File: src/rtl/flow_tag_pkg.sv
package flow_tag_pkg;

    typedef enum logic [1:0] {
        CMD_NOP   = 2'b00,
        CMD_LEARN = 2'b01,
        CMD_MATCH = 2'b10,
        CMD_RSV   = 2'b11
    } flow_cmd_e;

endpackage

File: src/rtl/flow_lowest_pick.sv
module flow_lowest_pick #(
    parameter int N     = 16,
    parameter int IDX_W = (N > 1) ? $clog2(N) : 1
) (
    input  logic [N-1:0]     vec,
    output logic             found,
    output logic [IDX_W-1:0] idx
);

    // Walk from the top down so that the lowest set bit is the one that remains.
    always_comb begin
        found = 1'b0;
        idx   = '0;
        for (int i = N - 1; i >= 0; i--) begin
            if (vec[i]) begin
                found = 1'b1;
                idx   = IDX_W'(i);
            end
        end
    end

endmodule

File: src/rtl/flow_key_table.sv
module flow_key_table #(
    parameter int KEY_W = 96,
    parameter int DEPTH = 16,
    localparam int IDX_W = (DEPTH > 1) ? $clog2(DEPTH) : 1
) (
    input  logic             clk,
    input  logic             rst_n,
    input  logic             wr_en,
    input  logic [IDX_W-1:0] wr_idx,
    input  logic [KEY_W-1:0] wr_key,
    input  logic [KEY_W-1:0] cmp_key,
    output logic [DEPTH-1:0] hit_vec,
    output logic [DEPTH-1:0] valid_o
);

    typedef struct packed {
        logic [DEPTH-1:0]            valid;
        logic [DEPTH-1:0][KEY_W-1:0] keys;
    } tbl_t;

    tbl_t tbl_d, tbl_q;

    always_comb begin
        tbl_d = tbl_q;
        if (wr_en) begin
            tbl_d.valid[wr_idx] = 1'b1;
            tbl_d.keys[wr_idx]  = wr_key;
        end
    end

    always_ff @(posedge clk or negedge rst_n) begin
        if (!rst_n) tbl_q <= '0;
        else        tbl_q <= tbl_d;
    end

    for (genvar g = 0; g < DEPTH; g++) begin : g_cmp
        assign hit_vec[g] = tbl_q.valid[g] && (tbl_q.keys[g] == cmp_key);
    end

    assign valid_o = tbl_q.valid;

    // slots fill one at a time and never empty without reset
    assert_table_grows_R3: assert property (@(posedge clk) disable iff (!rst_n)
        1'b1 |=> (($past(tbl_q.valid) & ~tbl_q.valid) == '0) &&
                 ($countones(tbl_q.valid) <= $countones($past(tbl_q.valid)) + 1));

    // a write never lands on a slot that is already in use
    assert_no_dup_slot_R4: assert property (@(posedge clk) disable iff (!rst_n)
        wr_en |-> !tbl_q.valid[wr_idx]);

endmodule

File: src/rtl/flow_tag_unit.sv
module flow_tag_unit
    import flow_tag_pkg::*;
#(
    parameter int IP_W   = 32,
    parameter int PORT_W = 16,
    parameter int TAG_W  = 8,
    parameter int DEPTH  = 16,
    localparam int KEY_W  = 2 * IP_W + 2 * PORT_W,
    localparam int IDX_W  = (DEPTH > 1) ? $clog2(DEPTH) : 1,
    localparam int WORD_W = 1 + IDX_W + TAG_W
) (
    input  logic              clk,
    input  logic              rst_n,
    input  logic              req_valid,
    input  logic [TAG_W-1:0]  req_tag,
    input  logic [IP_W-1:0]   req_src_ip,
    input  logic [IP_W-1:0]   req_dst_ip,
    input  logic [PORT_W-1:0] req_src_port,
    input  logic [PORT_W-1:0] req_dst_port,
    output logic              rsp_valid,
    output logic [WORD_W-1:0] rsp_word,
    output logic              rsp_overflow
);

    typedef struct packed {
        logic             s1_valid;
        logic [TAG_W-1:0] s1_tag;
        logic [KEY_W-1:0] s1_key;
        logic             o_valid;
        logic             o_hit;
        logic [IDX_W-1:0] o_idx;
        logic [TAG_W-1:0] o_tag;
        logic             o_ovf;
    } pipe_t;

    pipe_t st_d, st_q;

    logic [DEPTH-1:0] hit_vec;
    logic [DEPTH-1:0] tbl_valid;
    logic             any_hit, any_free;
    logic [IDX_W-1:0] hit_idx, free_idx;
    logic             wr_en_d;
    logic [IDX_W-1:0] wr_idx_d;
    flow_cmd_e        cmd;

    flow_key_table #(.KEY_W(KEY_W), .DEPTH(DEPTH)) u_table (
        .clk     (clk),
        .rst_n   (rst_n),
        .wr_en   (wr_en_d),
        .wr_idx  (wr_idx_d),
        .wr_key  (st_q.s1_key),
        .cmp_key (st_q.s1_key),
        .hit_vec (hit_vec),
        .valid_o (tbl_valid)
    );

    flow_lowest_pick #(.N(DEPTH), .IDX_W(IDX_W)) u_pick_hit (
        .vec   (hit_vec),
        .found (any_hit),
        .idx   (hit_idx)
    );

    flow_lowest_pick #(.N(DEPTH), .IDX_W(IDX_W)) u_pick_free (
        .vec   (~tbl_valid),
        .found (any_free),
        .idx   (free_idx)
    );

    assign cmd = flow_cmd_e'(st_q.s1_tag[TAG_W-1 -: 2]);

    always_comb begin
        st_d     = st_q;
        wr_en_d  = 1'b0;
        wr_idx_d = free_idx;

        // stage 1: capture the request
        st_d.s1_valid = req_valid;
        if (req_valid) begin
            st_d.s1_tag = req_tag;
            st_d.s1_key = {req_src_ip, req_dst_ip, req_src_port, req_dst_port};
        end

        // stage 2: search, update and form the response
        st_d.o_valid = st_q.s1_valid;
        st_d.o_tag   = st_q.s1_tag;
        st_d.o_hit   = 1'b0;
        st_d.o_idx   = '0;
        st_d.o_ovf   = 1'b0;
        if (st_q.s1_valid) begin
            unique case (cmd)
                CMD_LEARN: begin
                    if (any_hit) begin
                        st_d.o_hit = 1'b1;
                        st_d.o_idx = hit_idx;
                    end else if (any_free) begin
                        wr_en_d    = 1'b1;
                        st_d.o_hit = 1'b1;
                        st_d.o_idx = free_idx;
                    end else begin
                        st_d.o_ovf = 1'b1;
                    end
                end
                CMD_MATCH: begin
                    st_d.o_hit = any_hit;
                    st_d.o_idx = any_hit ? hit_idx : '0;
                end
                default: ;
            endcase
        end
    end

    always_ff @(posedge clk or negedge rst_n) begin
        if (!rst_n) st_q <= '0;
        else        st_q <= st_d;
    end

    assign rsp_valid    = st_q.o_valid;
    assign rsp_word     = {st_q.o_hit, st_q.o_idx, st_q.o_tag};
    assign rsp_overflow = st_q.o_ovf;

    // a request always answers two edges later
    assert_latency_R8: assert property (@(posedge clk) disable iff (!rst_n)
        req_valid |=> ##1 rsp_valid);

    // no answer appears without a request
    assert_no_spurious_R8: assert property (@(posedge clk) disable iff (!rst_n)
        !req_valid |=> ##1 !rsp_valid);

    // a miss carries index zero
    assert_miss_zero_idx_R6: assert property (@(posedge clk) disable iff (!rst_n)
        (rsp_valid && !rsp_word[WORD_W-1]) |-> (rsp_word[WORD_W-2 -: IDX_W] == '0));

    // a reported slot is in use
    assert_hit_slot_used_R3: assert property (@(posedge clk) disable iff (!rst_n)
        (rsp_valid && rsp_word[WORD_W-1]) |-> tbl_valid[rsp_word[WORD_W-2 -: IDX_W]]);

    // overflow only on a full table, without a hit
    assert_no_overflow_R5: assert property (@(posedge clk) disable iff (!rst_n)
        rsp_overflow |-> (rsp_valid && !rsp_word[WORD_W-1] && (&tbl_valid)));

    // no-op commands never hit and never overflow
    assert_nop_quiet_R2: assert property (@(posedge clk) disable iff (!rst_n)
        (rsp_valid && (rsp_word[TAG_W-1 -: 2] == 2'b00 || rsp_word[TAG_W-1 -: 2] == 2'b11))
        |-> (!rsp_word[WORD_W-1] && !rsp_overflow));

endmodule

File: config.mk
export PLATFORM = sky130hd
export DESIGN_NAME = flow_tag_unit
export DESIGN_NICKNAME = d
export VERILOG_FILES = /design/src/rtl/flow_tag_pkg.sv /design/src/rtl/flow_lowest_pick.sv /design/src/rtl/flow_key_table.sv /design/src/rtl/flow_tag_unit.sv
export SDC_FILE = /design/constraint.sdc
export NUM_CORES = 2
export LEC_CHECK = 0
export ABC_AREA = 1
export BUFFER_PORTS_ARGS = -buffer_cell sky130_fd_sc_hd__buf_2
export CAP_MARGIN = 40
export CORE_ASPECT_RATIO = 1.25
export CORE_MARGIN = 4
export CORE_UTILIZATION = 39
export CTS_BUF_LIST = sky130_fd_sc_hd__clkbuf_4 sky130_fd_sc_hd__clkbuf_8
export DETAILED_ROUTE_END_ITERATION = 8
export GPL_TIMING_DRIVEN = 0
export HOLD_SLACK_MARGIN = 0.02
export PLACE_DENSITY = 0.53
export SYNTH_ARGS = -nofsm -noshare
export SYNTH_HDL_FRONTEND = slang
export SYNTH_SLANG_ARGS = --single-unit
File: constraint.sdc
create_clock -name clk -period 3 [get_ports clk]
set_clock_uncertainty 0.1 [all_clocks]
set_input_delay 0.45 -clock clk [delete_from_list [all_inputs] [get_ports clk]]
set_output_delay 0.45 -clock clk [all_outputs]
set_load 0.02 [all_outputs]
==> qor.csv, run 1 <==
metric;value;unit
fp.dieH;514.1;um
failed_stage;5_1_grt;
fp.dieW;412.9;um
place_congestion;1.230;
clock_sinks;1672;
post-dp-hpwl;525500;um
synth.top_cell.area_share;0.5236;
yosys_register_bits;1672;
outcome;aborted with a tool error;
cts_buffers;303;
track_usage;0.7769;
grt_max_degree;160;
synth_area_per_cell;8.396;um2
ys_seq_area_frac;0.5236;
grt_pass1_vias;103900;
rows;185;
syn_area;0.07991;mm2
cts.htree.levels;5;
synth_cells;9518;
synth_top_area_cell;dfrtp_1;
synth_area_leaders;dfrtp_1 52%, nand2_1 13%, o21ai_0 7.3%;
clockBufferDepth;4;
root_buffer;clkbuf_8;
initial_core_util;0.3928;
firstError;[ERROR GRT-0116] Global routing finished with congestion. Check the congestion regions in the DRC Viewer.;
port_buffers;121;
async_reset_ff_frac;1.000;
synth_nets;9627;
ios;122;
synth_warnings;0;
synthFlopType;dfrtp_1;
synth_edf_count;0;
grt_pass1_wl;1145000;um
synth_cell_types;52;
overflow;2942;
placed_cells;12590;
==> Yosys cell counts (3+ instances only) <==
| cell type | number |
|---|---|
| o21ai_0 | 1172 |
| nand2_2 | 3 |
| o211ai_1 | 7 |
| o22ai_1 | 249 |
| buf_1 | 6 |
| a22o_1 | 110 |
| nand3_2 | 15 |
| inv_1 | 274 |
| a221oi_1 | 95 |
| xnor2_1 | 229 |
| buf_6 | 7 |
| clkbuf_1 | 252 |
| buf_2 | 370 |
| dfrtp_1 | 1672 |
| mux2_2 | 6 |
| o221a_1 | 3 |
| nand3b_1 | 7 |
| o21ai_1 | 863 |
| o2111ai_1 | 17 |
| a22oi_1 | 8 |
| nor4b_1 | 8 |
| nor4_1 | 94 |
| nor2_1 | 441 |
| nor2_4 | 3 |
| nand2_1 | 2870 |
| nand3_1 | 71 |
| inv_2 | 80 |
| nand4_1 | 95 |
| buf_4 | 145 |
| or2_2 | 71 |
| and2_1 | 3 |
| a21oi_1 | 23 |
| a211oi_1 | 49 |
| nor3_1 | 42 |
| xor2_1 | 134 |
==> through the flow <==
step,instance area (um2),utilization,setup slack [ns],hold slack (ns),TNS [ns]
floorplan,79910,-,0.2121,0.05441,0
global placement,83910,0.4124,-37.73,0.2545,-
detailed placement,87130,0.4282,-3.587,0.2642,-5047.60
CTS,99050,0.4868,-1.259,0.03165,-1825.97
==> repair_timing <==
| item | CTS |
|---|---|
| pin swaps | 32 |
| buffers inserted | 31 |
| endpoints found under the hold margin | 245 |
| resized for setup | 1217 |
| hold buffers | 105 |
| setup endpoints to repair | 1568 |
==> per-layer routing <==
metal,track usage,overflow
met1,0.7827,28
met2,0.9242,1870
met3,0.6410,65
met4,0.7506,973
met5,0.3789,6
==> logic make-up after synthesis <==
family,Yosys count,share of synthesized area
AND/OR/NAND/NOR,3733,0.1886
buffers and inverters,1138,0.06684
multiplexers,6,0.0008454
AO/OA/AOI/OAI,2604,0.1800
flip-flops,1672,0.5236
adder cells (fa/ha/maj),2,0.0003131
XOR/XNOR,363,0.03979
==> run 2, diff against run 1 <==
Settings changed: CORE_ASPECT_RATIO 1.25 to unset, CORE_UTILIZATION 39 to 24, CTS_BUF_LIST sky130_fd_sc_hd__clkbuf_4 sky130_fd_sc_hd__clkbuf_8 to unset, HOLD_SLACK_MARGIN 0.02 to unset, PLACE_DENSITY 0.53 to unset, PLACE_DENSITY_LB_ADDON set to 0.15.
Clock period 3 ns to 3.9 ns, I/O delays scaled along.
==> run 2 against run 1 <==
Net effect: the flow now finishes, with violations (negative setup slack); synthesized area stayed put; synthesized cell count unchanged.
==> qor.csv, run 2 <==
metric;value;unit;change
fillers;34630;;
cellPowerDensity;598.9;mW/mm2;
slew_headroom;0.2650;;
combPwrFrac;0.302;;
clock_sinks;1672;;unchanged
root_buffer;clkbuf_16;;was clkbuf_8
synth_edf_count;0;;unchanged
fin_ws;-0.8655;ns;
async_reset_ff_frac;1.000;;unchanged
ys_top_cells_by_count;2870 x nand2_1, 1672 x dfrtp_1, 1172 x o21ai_0, 863 x o21ai_1, 441 x nor2_1;;unchanged
hp-class;input port to async pin;;
ys_seq_area_frac;0.5236;;unchanged
synth_top_area_cell;dfrtp_1;;unchanged
fp.coreArea;0.3311;mm2;
max_freq;209.8;MHz;
synth_warnings;0;;unchanged
holdWs;0.05869;ns;
reg2reg_to;u_table.tbl_q[1440];;
ios;122;;unchanged
totalPowerFinal;0.06620;W;
cp_data_required_time;4.70;ns;
p_int;0.03840;W;
power.static_leakage;47.87;nW;
place_congestion;1.073;;was 1.230
yosysMostFrequentCell;nand2_1;;unchanged
finalSetupViolCount;1557;;
crit_start;st_q[63];;
synth_area_per_cell;8.396;um2;unchanged
drc;0;;
slew_viol_final;0;;
totalWireLength;857000;um;
endpoint_kind;register;;
largest_register_ff_count;1536;;
cap_violations;0;;
mostFrequentLayoutCell;nand2_1;;
num_vias;92140;;
pwr-share-clk;0.332;;
reg2reg_from;st_q[63];;
setup-tns-final;-1081.10;ns;
grt_pass1_vias;83260;;
track_usage;0.4840;;
clockBufferDepth;4;;unchanged
cts.htree.levels;4;;was 5
post-dp-hpwl;656400;um;was 525500 um
top_register;u_table.tbl_q;;
hold_viol_final;0;;
outcome;complete, but fails checks;;was aborted with a tool error
initial_core_util;0.2414;;was 0.3928
grt_pass1_wl;1034000;um;
port_buffers;121;;unchanged
first_iter_violations;13830;;
syn_area;0.07991;mm2;unchanged
synth_cells;9518;;unchanged
cpPeakStageDelay;0.76;ns;
pwr-share-seq;0.366;;
swShare;0.4199;;
avgRoutedWirePerCell;56.12;um;
placed_area;0.09159;mm2;was 0.08713 mm2
fp.dieW;585.0;um;was 412.9 um
via_per_inst;6.034;;
irDropWorstVdd;0.4073;mV;
synth_cell_types;52;;unchanged
worstSetupStartpointType;register;;
rows;211;;was 185
cp_max_fo;8;;
grt_max_degree;149;;
clkTransAtPathRegs;0.06;ns;
clock_latency;1.02;ns;
regToRegSetupSlack;-0.87;ns;
violations;negative setup slack;;
worstPathArrival;5.56;ns;
layout_common_cells;2745 x nand2_1, 1637 x dfrtp_1, 1082 x o21ai_0;;
design_area;0.1105;mm2;
worst_path_max_delay_cell;nand4_1;;
period_minus_slack;4.766;ns;
fin_crit_sh;1.222;;
synth_area_leaders;dfrtp_1 52%, nand2_1 13%, o21ai_0 7.3%;;unchanged
yosys_register_bits;1672;;unchanged
critical_path.cell_chain;buf_12 -> inv_16 -> buf_16 -> nor2_1 -> nor4b_4 -> buf_6 -> nand4_1 -> nor2_1 -> nand3_1 -> nor2_4 -> nor2_2 -> nand2_2 -> nor2_4 -> nand2_4 -> inv_6 -> nand2_8 -> nor2_8 -> buf_12 -> nand3_4 -> buf_12 -> buf_16 -> buf_16 -> nand2_1 -> o21ai_1;;
dieArea;0.3423;mm2;
r2r_cells;24;;
p_switching;0.02780;W;
grt_antenna_before_repair;240;;
crit_type;register to register;;
synthFlopType;dfrtp_1;;unchanged
overflow;0;;
drive_gt1_frac;0.2177;;
worst_pin_slew;1.103;ns;
area_delta_synth_final;38.30;%;
cts_tree;done;;
fp.dieH;585.0;um;was 514.1 um
ant_nets;0;;
synth.top_cell.area_share;0.5236;;unchanged
drtPass1Iterations;6;;
synth_nets;9627;;unchanged
final_nets;10650;;
crit_path_end;u_table.tbl_q[1440];;
preCtsSetupSlack;-3.126;ns;was -3.587 ns
cts_buffers;220;;was 303
grt_setup_unrepaired;true;;
run 2: cell counts after synthesis:
No cell type changed its count.
run 2: logic make-up after synthesis:
family | after synthesis | share of synthesized area
buf+inv | 1138 | 0.06684
xor+xnor | 363 | 0.03979
simple gates | 3733 | 0.1886
flops | 1672 | 0.5236
mux | 6 | 0.0008454
compound gates | 2604 | 0.1800
fa+ha+maj | 2 | 0.0003131
run 2: layout make-up:
class / count / area, um2 / area share
Sequential cell: 1672 / 41930 / 0.3794
Multi-Input combinational cell: 6708 / 34820 / 0.3151
Timing Repair Buffer: 803 / 10510 / 0.09507
Buffer: 778 / 8046 / 0.07280
Clock buffer: 335 / 6604 / 0.05975
Tap cell: 4366 / 5463 / 0.04943
Inverter: 356 / 1849 / 0.01673
Clock inverter: 67 / 827.0 / 0.007483
Antenna cell: 187 / 467.9 / 0.004234
run 2: critical path: cells and delay by family (launching register included):
family	cells	cell delay, ns
AO/OA/AOI/OAI	1	0.07
buffers and inverters	9	1.47
flip-flops	1	0.40
AND/OR/NAND/NOR	14	2.54
run 2: layer usage:
layer	share of wire	GRT usage	vias up
met5	0.00030	0	-
met4	0.14	0.5502	34
met3	0.090	0.1401	2925
met2	0.43	0.7289	7823
met1	0.34	0.5125	47220
li1	-	-	34150
run 2: how the worst min path moves through the flow:
stage             startpoint  slack, ns                 end  cells after the start
2_1_floorplan          rst_n       0.19              cmd[0]                      0
3_3_place_gp         st_d[4]       0.26         rsp_word[3]                      0
3_5_place_dp         st_d[5]       0.26         rsp_word[4]                      0
4_1_cts        req_dst_ip[3]       0.05            st_q[50]                      3
5_1_grt        req_dst_ip[3]       0.09            st_q[50]                      3
6_report               rst_n       0.06  u_table.tbl_q[586]                      2
run 2: through the flow:
step / utilization / cells
2_1_floorplan: - / 9518
3_3_place_gp: 0.2597 / 14010
3_5_place_dp: 0.2767 / 14330
4_1_cts: 0.3211 / 14970
5_1_grt: 0.3327 / 15120
6_report: 0.3338 / 15270
run 2: power groups by stage:
stage / sequential [W] / combinational [W] / clock (W)
after floorplan: 0.0216 / 0.00642 / 0
after global placement: 0.0242 / 0.0153 / 0
after detailed placement: 0.0241 / 0.0167 / 0
after CTS: 0.0239 / 0.0182 / 0.0221
after global routing: 0.0240 / 0.0198 / 0.0226
final: 0.0242 / 0.0200 / 0.0220
run 2: timing repair:
action                     in CTS  in global routing
pin swaps                      37                 33
setup endpoints to repair    1558               1557
cloned                         21                 30
buffers inserted              108                 97
resized for setup            1342                672
hold endpoints to repair      214                  0
hold buffers                  104                  0
No activity file was read; power rests on OpenSTA's default activity.
